**src/rtl/tm_pkg.sv**
```systemverilog
package tm_pkg;

  typedef enum logic [1:0] {
    ST_STEADY = 2'd0,
    ST_AUX    = 2'd1,
    ST_HALT   = 2'd2,
    ST_HAND   = 2'd3
  } tm_state_e;

  // comparator pattern {over, under}
  localparam logic [1:0] PAT_IDLE  = 2'b00;
  localparam logic [1:0] PAT_OVER  = 2'b10;
  localparam logic [1:0] PAT_UNDER = 2'b01;
  localparam logic [1:0] PAT_BOTH  = 2'b11;

endpackage

```
**src/rtl/tm_sync.sv**
```systemverilog
module tm_sync #(
  parameter int unsigned WIDTH  = 2,
  parameter int unsigned STAGES = 2
) (
  input  logic             clk_i,
  input  logic             rst_ni,
  input  logic [WIDTH-1:0] d_i,
  output logic [WIDTH-1:0] q_o
);

  logic [STAGES-1:0][WIDTH-1:0] chain_q;

  always_ff @(posedge clk_i or negedge rst_ni) begin
    if (!rst_ni) begin
      chain_q <= '0;
    end else begin
      chain_q[0] <= d_i;
      for (int i = 1; i < STAGES; i++) chain_q[i] <= chain_q[i-1];
    end
  end

  assign q_o = chain_q[STAGES-1];

endmodule

```
**src/rtl/tm_halt_timer.sv**
```systemverilog
module tm_halt_timer #(
  parameter int unsigned TIMER_W = 16
) (
  input  logic               clk_i,
  input  logic               rst_ni,
  input  logic               clr_i,
  input  logic               inc_i,
  input  logic [TIMER_W-1:0] preset_i,
  output logic               done_o
);

  logic [TIMER_W-1:0] cnt_q;

  always_ff @(posedge clk_i or negedge rst_ni) begin
    if (!rst_ni)                cnt_q <= '0;
    else if (clr_i)             cnt_q <= '0;
    else if (inc_i && !done_o)  cnt_q <= cnt_q + 1'b1;
  end

  assign done_o = (cnt_q == preset_i);

endmodule

```
**src/rtl/tm_fsm.sv**
```systemverilog
module tm_fsm
  import tm_pkg::*;
(
  input  logic       clk_i,
  input  logic       rst_ni,
  input  logic [1:0] pat_i,
  input  logic       timer_done_i,
  output tm_state_e  state_o,
  output logic       dir_unload_o,
  output logic       timer_clr_o,
  output logic       timer_inc_o,
  output logic       enter_o
);

  tm_state_e state_q, state_d;
  logic      dir_q, dir_d;
  logic      enter_q;
  logic      is_stored, is_inverse;

  assign is_stored  = dir_q ? (pat_i == PAT_OVER)  : (pat_i == PAT_UNDER);
  assign is_inverse = dir_q ? (pat_i == PAT_UNDER) : (pat_i == PAT_OVER);

  always_comb begin
    state_d = state_q;
    dir_d   = dir_q;
    unique case (state_q)
      ST_STEADY: begin
        if (pat_i == PAT_OVER) begin
          state_d = ST_AUX;
          dir_d   = 1'b1;
        end else if (pat_i == PAT_UNDER) begin
          state_d = ST_AUX;
          dir_d   = 1'b0;
        end
      end
      ST_AUX: begin
        if (is_inverse)              state_d = ST_HAND;
        else if (pat_i == PAT_IDLE)  state_d = ST_HALT;
      end
      ST_HALT: begin
        if (is_inverse)              state_d = ST_HAND;
        else if (is_stored)          state_d = ST_AUX;
        else if (pat_i == PAT_IDLE && timer_done_i) state_d = ST_HAND;
      end
      ST_HAND:   state_d = ST_STEADY;
      default:   state_d = ST_STEADY;
    endcase
  end

  always_ff @(posedge clk_i or negedge rst_ni) begin
    if (!rst_ni) begin
      state_q <= ST_STEADY;
      dir_q   <= 1'b0;
      enter_q <= 1'b0;
    end else begin
      state_q <= state_d;
      dir_q   <= dir_d;
      enter_q <= (state_q == ST_STEADY) && (state_d == ST_AUX);
    end
  end

  // count only clean in-window cycles; invalid pattern freezes the count
  assign timer_clr_o  = (state_q != ST_HALT);
  assign timer_inc_o  = (state_q == ST_HALT) && (pat_i == PAT_IDLE);
  assign state_o      = state_q;
  assign dir_unload_o = dir_q;
  assign enter_o      = enter_q;

endmodule

```
**src/rtl/tm_supervisor.sv**
```systemverilog
module tm_supervisor
  import tm_pkg::*;
#(
  parameter int unsigned TIMER_W     = 16,
  parameter int unsigned SYNC_STAGES = 2
) (
  input  logic               clk_i,
  input  logic               rst_ni,
  input  logic               cmp_over_i,
  input  logic               cmp_under_i,
  input  logic [TIMER_W-1:0] halt_preset_i,
  input  logic               ss_hs_i,
  input  logic               ss_ls_i,
  output logic               hs_on_o,
  output logic               ls_on_o,
  output logic               aux_en_o,
  output logic               aux_sink_o,
  output logic               enter_o,
  output logic               exit_o
);

  localparam int unsigned CMP_W = 2;

  logic [CMP_W-1:0] pat_s;
  tm_state_e        state;
  logic             dir_unload;
  logic             t_clr, t_inc, t_done;

  tm_sync #(.WIDTH(CMP_W), .STAGES(SYNC_STAGES)) u_sync (
    .clk_i  (clk_i),
    .rst_ni (rst_ni),
    .d_i    ({cmp_over_i, cmp_under_i}),
    .q_o    (pat_s)
  );

  tm_halt_timer #(.TIMER_W(TIMER_W)) u_timer (
    .clk_i    (clk_i),
    .rst_ni   (rst_ni),
    .clr_i    (t_clr),
    .inc_i    (t_inc),
    .preset_i (halt_preset_i),
    .done_o   (t_done)
  );

  tm_fsm u_fsm (
    .clk_i        (clk_i),
    .rst_ni       (rst_ni),
    .pat_i        (pat_s),
    .timer_done_i (t_done),
    .state_o      (state),
    .dir_unload_o (dir_unload),
    .timer_clr_o  (t_clr),
    .timer_inc_o  (t_inc),
    .enter_o      (enter_o)
  );

  always_comb begin
    unique case (state)
      ST_AUX, ST_HALT: begin
        // unloading: low side on; loading: high side on
        hs_on_o = !dir_unload;
        ls_on_o =  dir_unload;
      end
      ST_HAND: begin
        // first action is the inverse of the transient action
        hs_on_o =  dir_unload;
        ls_on_o = !dir_unload;
      end
      default: begin
        hs_on_o = ss_hs_i;
        ls_on_o = ss_ls_i;
      end
    endcase
  end

  assign aux_en_o   = (state == ST_AUX);
  assign aux_sink_o = dir_unload;
  assign exit_o     = (state == ST_HAND);

endmodule

```
**config.mk**
```make
export PLATFORM = sky130hd
export DESIGN_NAME = tm_supervisor
export DESIGN_NICKNAME = d
export VERILOG_FILES = /design/src/rtl/tm_pkg.sv /design/src/rtl/tm_sync.sv /design/src/rtl/tm_halt_timer.sv /design/src/rtl/tm_fsm.sv /design/src/rtl/tm_supervisor.sv
export SDC_FILE = /design/constraint.sdc
export NUM_CORES = 1
export LEC_CHECK = 0
export ABC_AREA = 1
export BUFFER_PORTS_ARGS = -buffer_cell sky130_fd_sc_hd__buf_2
export CORE_UTILIZATION = 46
export DETAILED_ROUTE_END_ITERATION = 7
export GPL_ROUTABILITY_DRIVEN = 0
export HOLD_SLACK_MARGIN = 0.15
export MAX_ROUTING_LAYER = met4
export PLACE_DENSITY = 0.74
export SYNTH_ARGS = -nofsm -noshare
export SYNTH_HDL_FRONTEND = slang
export SYNTH_HIERARCHICAL = 1
export SYNTH_SLANG_ARGS = --single-unit
```
**constraint.sdc**
```tcl
create_clock -name clk_i -period 2.6 [get_ports clk_i]
set_input_delay 0.39 -clock clk_i [delete_from_list [all_inputs] [get_ports clk_i]]
set_output_delay 0.39 -clock clk_i [all_outputs]
set_load 0.05 [all_outputs]
```
==> results.yml, run 1 <==
hold_path:
  hold_path_class: "in2reg"
  whs_path_depth: 1
  holdCritStartpoint: "cmp_under_i"
die:
  start_util: 0.484
  die_x_um: 67.1
  rows: 23
  die_h_um: 67.1
  coreArea_um2: 4030
  fp.dieArea_um2: 4500
  ioPinCount: 28
placed_design:
  hpwlAfterDp_um: 2830
  io_buffers: 27
  place_area_um2: 2090
power_and_ir_drop:
  p_seq_frac: 0.339
  pwr-share-comb: 0.408
  power.density_nw_per_um2: 595
  internal_power_mw: 0.744
  clock_power_share: 0.253
  p_leak_nw: 1.28
  netSwitchingFraction: 0.423
  p_sw_mw: 0.545
  vdd.ir_drop.worst_mv: 0.347
run_status:
  status: "complete, no violations"
synthesis:
  synthCells: 311
  yosysSeqAreaShare: 0.308
  syn_area_per_cell_um2: 6.27
  synth_cell_types: 23
  syn_area_um2: 1950
  synth_fp_nets: 340
  ys_warn_count: 6
  synth_top_area_frac: 0.308
  synth_area_leaders: "dfrtp_1, nand2_1, inv_1, nor2_1, nand4_1"
  synth_seq_cells: 24
  synth_area_leader_cell: "dfrtp_1"
clocking:
  post_cts_buffers: 0
  cts_made_buffers: 3
  insertion_delay_ns: 0.26
  cts_resized: 0
  cts_num_sinks: 24
  tritoncts: "done"
  root_buffer: "clkbuf_8"
  cts_buffer_depth: 2
  postCtsHoldBufs: 1
  path_clk_slew_ns: 0.09
  htreeDepth: 1
global_route:
  grt_overflow: 0
  gr-usage-all-layers: 0.194
  grt_max_degree: 33
  grt_antenna_before_repair: 0
  grt_pass1_wl_um: 6530
  first_global_vias: 1537
timing:
  maxSlewViolCount: 0
  finalSetupViolations: 0
  max_slew_margin: 0.636
  finClkSkew_ns: 0.00529
  rsz0062_at_grt: "false"
  fin_crit_sh: 0.746
  tns_ns: 0
  hold_violations: 0
  period_needed_ns: 1.94
  tightest_slew_ns: 0.546
  max_freq_mhz: 516
critical_path:
  r2r_start: "u_timer/cnt_q[2]"
  crit_required_ns: 2.21
  reg2reg_depth: 14
  cp-startpoint: "u_fsm/state_o[1]"
  worstSetupStartpointType: "flop"
  arrival_ns: 1.55
  critical_path_peak_fanout: 6
  endpoint_kind: "primary output"
  criticalPathCategory: "reg2out"
drt:
  vias_per_cell: 4.81
  ant_nets: 0
  dr.pass1.iters: 4
  wl_met3_um: 123
  drt_iter0_markers: 90
  finalWirelength_um: 3890
  vias: 1841
  highest_layer: "met4"
  routed-wl-met2_um: 1760
  wl_per_cell_um: 10.2
  drt-met1-wl_um: 1980
  drc: 0
flow_run:
  cap_violations: 0
final_layout:
  final_cell_mix: "nand2_1, inv_1, nor2_1"
  fin_nets: 363
  diodes: 0
  stdcell_area_um2: 2170
  layout_commonest_cell: "nand2_1"
  drive_above_1_share: 0.135
  area_growth_pct: 11.2
==> worst max-delay path, stage by stage (launching register included) <==
cell	delay, ns
dfrtp_1	0.46
inv_1	0.09
ha_1	0.27
inv_1	0.04
nand2_1	0.05
nand3_1	0.07
nand2_1	0.05
buf_2	0.25
==> power groups by stage <==
stage	registers, mW	clock network, mW	logic [mW]
2_1_floorplan	0.476	0	0.388
3_3_place_gp	0.442	0	0.519
3_5_place_dp	0.445	0	0.525
4_1_cts	0.438	0.335	0.527
5_1_grt	0.445	0.355	0.582
6_report	0.437	0.326	0.526
==> cells by family after synthesis <==
kind of cell | after synthesis | share of synthesized area
AND/OR/NAND/NOR | 204 | 0.463
buffers and inverters | 67 | 0.145
flip-flops | 24 | 0.308
XOR/XNOR | 8 | 0.0359
adder cells (fa/ha/maj) | 7 | 0.0449
AO/OA/AOI/OAI | 1 | 0.00256
==> metrics by stage <==
stage | power, mW | setup WS [ns] | hold slack (ns) | instances | util
after detailed placement | 0.970 | 0.929 | 0.335 | 378 | 0.518
after global placement | 0.961 | 0.914 | 0.334 | 378 | 0.518
after floorplan | 0.864 | 0.697 | 0.0944 | 311 | -
after global routing | 1.38 | 0.540 | 0.208 | 383 | 0.538
after CTS | 1.30 | 0.640 | 0.217 | 383 | 0.538
final | 1.29 | 0.662 | 0.223 | 383 | 0.538
==> flip-flops by register name, indices dropped and copies added, names as in the netlist <==
| name | count |
|---|---|
| u_timer/cnt_q | 16 |
| u_fsm/state_o | 2 |
| u_fsm/dir_unload_o | 1 |
| u_fsm/enter_o | 1 |
| u_sync/chain_q | 2 |
| u_sync/q_o | 2 |
==> Yosys cell counts <==
cell      instances
buf_1             2
buf_12            1
buf_2             4
buf_4             2
clkbuf_1          1
clkbuf_2          2
dfrtp_1          24
ha_1              7
inv_1            51
inv_2             4
nand2_1         114
nand2_2           1
nand2_4           1
nand2_8           1
nand3_1          24
nand3_2           3
nand4_1          20
nor2_1           36
nor2_2            1
nor2_4            1
nor3_1            2
o21ai_0           1
xor2_1            8
==> metal layers <==
layer	up-vias	global-route usage
met5	-	-
met4	0	0.0399
met3	2	0.0154
met2	32	0.328
met1	817	0.253
li1	990	-
==> cell type report <==
class	instances	area, µm²
repair buffers	30	160
inverters	55	206
clock buffers	3	41.3
fillers	410	1860
well taps	50	62.6
multi-input cells	220	1070
clock inverters	1	30.0
flip-flops and latches	24	601
==> path summary, 6_finish.rpt <==
| check | slack, ns | end |
|---|---|---|
| max | 0.66 | ls_on_o |
| min | 0.22 | u_sync/chain_q[0] |
| max reg2reg | 0.91 | u_fsm/state_o[1] |
| min reg2reg | 0.35 | u_sync/q_o[0] |
| min in group asynchronous | 0.63 | u_sync/q_o[1] |
| max in group asynchronous | 1.60 | u_timer/cnt_q[9] |
Power figures use the tool's default switching activity.
==> run 2: changes to the inputs <==
- clock period: 2.6 -> 1.9 ns (I/O delays scaled with it)
==> results.yml, run 2 (synthesis results as in run 1) <==
drt:
  dr.pass1.iters: 4
  routed-wl-met2_um: 1810
  drt_iter0_markers: 124
  highest_layer: "met4"
  wl_per_cell_um: 10.3
  wl_met3_um: 175
  ant_nets: 0
  finalWirelength_um: 3960
  drt-met1-wl_um: 1930
  vias_per_cell: 4.84
  drc: 0
  vias: 1868
clocking:
  htreeDepth: 1
  root_buffer: "clkbuf_8"
  cts_buffer_depth: 2
  insertion_delay_ns: 0.27
  path_clk_slew_ns: 0.08
  tritoncts: "done"
  cts_made_buffers: 3
  cts_num_sinks: 24
die:
  fp.dieArea_um2: 4500
  start_util: 0.484
  die_h_um: 67.1
  coreArea_um2: 4030
  rows: 23
  die_x_um: 67.1
  ioPinCount: 28
timing:
  hold_violations: 0
  finalSetupViolations: 0
  maxSlewViolCount: 0
  finClkSkew_ns: 0.00410
  tns_ns: 0
  rsz0062_at_grt: "false"
  hold_slack_ns: 0.352
  fin_crit_sh: 0.954
  max_slew_margin: 0.634
  tightest_slew_ns: 0.548
  layout_setup_ws_ns: 0.0873
  max_freq_mhz: 552
  period_needed_ns: 1.81
critical_path:
  criticalPathCategory: "reg2out"
  slowest_stage: "dfrtp_2"
  critical_path_peak_fanout: 6
  endpoint_kind: "primary output"
  r2r_start: "u_timer/cnt_q[12]"
  arrival_ns: 1.53
  max_stage_delay_ns: 0.43
  r2r_end: "u_fsm/state_o[1]"
  timing.critical_path.buf_inv: 3
  crit_chain: "inv_1 > ha_1 > inv_1 > nand2_1 > nand3_1 > nand2_1 > buf_2"
  crit_cells: 7
  crit_required_ns: 1.62
  reg2reg_depth: 14
  critPathTopFamily: "flip-flops"
  worstSetupStartpointType: "flop"
  r2r_setup_slack_ns: 0.22
hold_path:
  holdCritStartpoint: "u_sync/chain_q[0]"
  holdPathEnd: "u_sync/q_o[0]"
  whs_path_depth: 0
  hold_path_class: "reg2reg"
global_route:
  grt_max_degree: 33
  grt_overflow: 0
  grt_antenna_before_repair: 0
  grt_pass1_wl_um: 6640
  first_global_vias: 1575
  gr-usage-all-layers: 0.199
final_layout:
  final_cell_mix: "nand2_1, inv_1, nor2_1"
  regMostFlops: "u_timer/cnt_q"
  stdcell_area_um2: 2180
  final_cells: 386
  layout_commonest_cell: "nand2_1"
  fin_nets: 366
  largest_register_ff_count: 16
  area_growth_pct: 11.9
  diodes: 0
  drive_above_1_share: 0.143
power_and_ir_drop:
  vdd.ir_drop.worst_mv: 0.447
  power.density_nw_per_um2: 774
  p_leak_nw: 1.29
placed_design:
  place_area_um2: 2090
  post-place-ws_ns: 0.283
  dp_cells: 379
  io_buffers: 27
  hpwlAfterDp_um: 2910
flow_run:
  cap_violations: 0
run_status:
  status: "complete, no violations"
-- run 2: cell count changes in the layout (fill, tap and decap cells not counted), sizes merged --
| cell | change |
|---|---|
| dlygate4sd3 | +2 |
| buf | +1 |
| bufinv | -1 |
| clkbuf | +1 |
-- run 2: cell type report --
| class | instances | area (µm²) |
|---|---|---|
| fillers | 435 | 1850 |
| well taps | 50 | 62.6 |
| repair buffers | 33 | 188 |
| inverters | 55 | 206 |
| flip-flops and latches | 24 | 603 |
| multi-input cells | 220 | 1070 |
| clock buffers | 4 | 55.1 |
-- run 2: power breakdown --
| group | internal [mW] | switching [mW] | total, mW | leakage, nW |
|---|---|---|---|---|
| registers | 0.552 | 0.0501 | 0.602 | 0.319 |
| logic | 0.193 | 0.536 | 0.730 | 0.941 |
| clock network | 0.185 | 0.171 | 0.357 | 0.0288 |
| total | 0.931 | 0.758 | 1.69 | 1.29 |
-- run 2: routing by layer --
metal,GRT usage,up-vias
met4,0.0665,0
met2,0.335,41
met1,0.244,822
met3,0.0240,5
met5,-,-
li1,-,1000
-- run 2: how the worst max path moves through the flow --
stage / start / endpoint / slack, ns
CTS: u_fsm/state_o[1] / ls_on_o / 0.03
global placement: u_timer/cnt_q[10] / u_fsm/state_o[1] / 0.29
finish: u_fsm/state_o[1] / ls_on_o / 0.09
floorplan: u_fsm/state_o[1] / hs_on_o / 0.10
detailed placement: u_sync/q_o[0] / u_timer/cnt_q[0] / 0.28
global route: u_timer/cnt_q[12] / u_fsm/state_o[1] / 0.00002
-- run 2: through the flow --
stage               total power [mW]  utilization
global route                    1.80        0.541
global placement                1.32        0.520
finish                          1.69        0.541
detailed placement              1.33        0.520
floorplan                       1.18            -
CTS                             1.69        0.541
-- run 2: timing repair --
action	in CTS	in global routing
hold buffers	3	0
endpoints found under the hold margin	26	0
buffers inserted	0	0
resized for setup	0	2
setup endpoints to repair	0	2
==> run 3: changes to the inputs <==
- CTS_CLUSTER_DIAMETER: not set -> 80
- SETUP_SLACK_MARGIN: not set -> 0.4
==> results.yml, run 3 (synthesis results as in run 1) <==
run_status:
  status: "complete, no violations"
power_and_ir_drop:
  total_power_mw: 2.13
  power.density_nw_per_um2: 817
  vdd.ir_drop.worst_mv: 0.583
  p_leak_nw: 1.45
final_layout:
  largest_register_ff_count: 16
  stdcell_area_um2: 2610
  final_cell_mix: "nand2_1, inv_1, nor2_1"
  fill_cells: 338
  final_util: 0.648
  layout_commonest_cell: "nand2_1"
  area_growth_pct: 33.9
  regMostFlops: "u_timer/cnt_q"
  final_cells: 414
  diodes: 0
  fin_nets: 394
  drive_above_1_share: 0.321
die:
  die_x_um: 67.1
  rows: 23
  coreArea_um2: 4030
  ioPinCount: 28
  start_util: 0.484
  fp.dieArea_um2: 4500
  die_h_um: 67.1
placed_design:
  hpwlAfterDp_um: 2950
  io_buffers: 27
  dp_cells: 379
  post-place-ws_ns: 0.266
  place_area_um2: 2100
critical_path:
  endpoint_kind: "primary output"
  max_stage_delay_ns: 0.42
  slowest_stage: "dfrtp_1"
  r2r_setup_slack_ns: 0.37
  critPathTopFamily: "flip-flops"
  criticalPathCategory: "reg2out"
  timing.critical_path.buf_inv: 3
  critical_path_peak_fanout: 3
  r2r_end: "u_fsm/state_o[1]"
  crit_required_ns: 1.62
  arrival_ns: 1.40
  crit_chain: "buf_4 > ha_4 > inv_2 > nand2_1 > nand3_2 > nand2_2 > buf_8"
  reg2reg_depth: 13
  r2r_start: "u_timer/cnt_q[1]"
  worstSetupStartpointType: "flop"
clocking:
  htreeDepth: 1
  root_buffer: "clkbuf_8"
  path_clk_slew_ns: 0.09
  cts_num_sinks: 24
  cts_made_buffers: 3
  tritoncts: "done"
  cts_buffer_depth: 2
  insertion_delay_ns: 0.27
global_route:
  grt_overflow: 0
  grt_antenna_before_repair: 0
  first_global_vias: 1754
  grt_max_degree: 33
  met2_usage: 0.374
  gr-usage-all-layers: 0.233
  use_met3: 0.0120
  grt_pass1_wl_um: 7780
  gr-usage-met1: 0.311
  busiest_layer: "met2"
hold_path:
  holdPathEnd: "u_sync/q_o[1]"
  hold_path_class: "reg2reg"
  holdCritStartpoint: "u_sync/chain_q[1]"
  whs_path_depth: 0
timing:
  rsz0062_at_grt: "true"
  hold_violations: 0
  period_needed_ns: 1.69
  max_slew_margin: 0.629
  fin_crit_sh: 0.887
  layout_setup_ws_ns: 0.214
  finClkSkew_ns: 0.00493
  tightest_slew_ns: 0.557
  tns_ns: 0
  finalSetupViolations: 0
  max_freq_mhz: 593
  maxSlewViolCount: 0
  hold_slack_ns: 0.355
drt:
  dr.pass1.iters: 4
  ant_nets: 0
  vias: 2037
  drt_iter0_markers: 135
  wl_per_cell_um: 11.9
  drc: 0
  vias_per_cell: 4.92
  finalWirelength_um: 4940
flow_run:
  cap_violations: 0
[run 3: cell types whose count changed in the layout (fill, tap and decap cells not counted), sizes merged]
cell / change
buf: +28
clkbuf: -1
bufinv: +1
[run 3: repair_timing]
action,in CTS,in global routing
resized for setup,35,25
pin swaps,7,23
setup endpoints to repair,22,22
endpoints found under the hold margin,26,0
hold buffers,3,0
buffers inserted,17,11
[run 3: routing by layer]
| metal | up-vias | wire, µm |
|---|---|---|
| li1 | 1051 | - |
| met1 | 908 | 2230 |
| met2 | 74 | 2380 |
| met3 | 4 | 272 |
| met4 | 0 | 61 |
| met5 | - | 0 |
[run 3: power breakdown]
group / switching [mW] / total, mW / internal [mW]
Combinational: 0.672 / 1.09 / 0.417
Sequential: 0.0383 / 0.588 / 0.550
Clock: 0.172 / 0.454 / 0.282
Total: 0.883 / 2.13 / 1.25
[run 3: how the worst max path moves through the flow]
stage	from	end	slack, ns	depth (start not counted)
after floorplan	u_timer/cnt_q[3]	u_fsm/state_o[1]	0.35	14
after global placement	u_timer/cnt_q[6]	u_fsm/state_o[1]	0.28	14
after detailed placement	u_timer/cnt_q[6]	u_fsm/state_o[1]	0.27	14
after CTS	u_fsm/state_o[0]	hs_on_o	0.25	7
after global routing	u_fsm/state_o[0]	ls_on_o	0.14	7
final	u_fsm/state_o[0]	ls_on_o	0.21	7
[run 3: layout make-up]
class / count / area, µm² / area share
Inverter: 55 / 206 / 0.0791
Timing Repair Buffer: 61 / 459 / 0.176
Clock inverter: 1 / 30.0 / 0.0115
Clock buffer: 3 / 41.3 / 0.0158
Tap cell: 50 / 62.6 / 0.0240
Sequential cell: 24 / 617 / 0.236
Multi-Input combinational cell: 220 / 1190 / 0.457
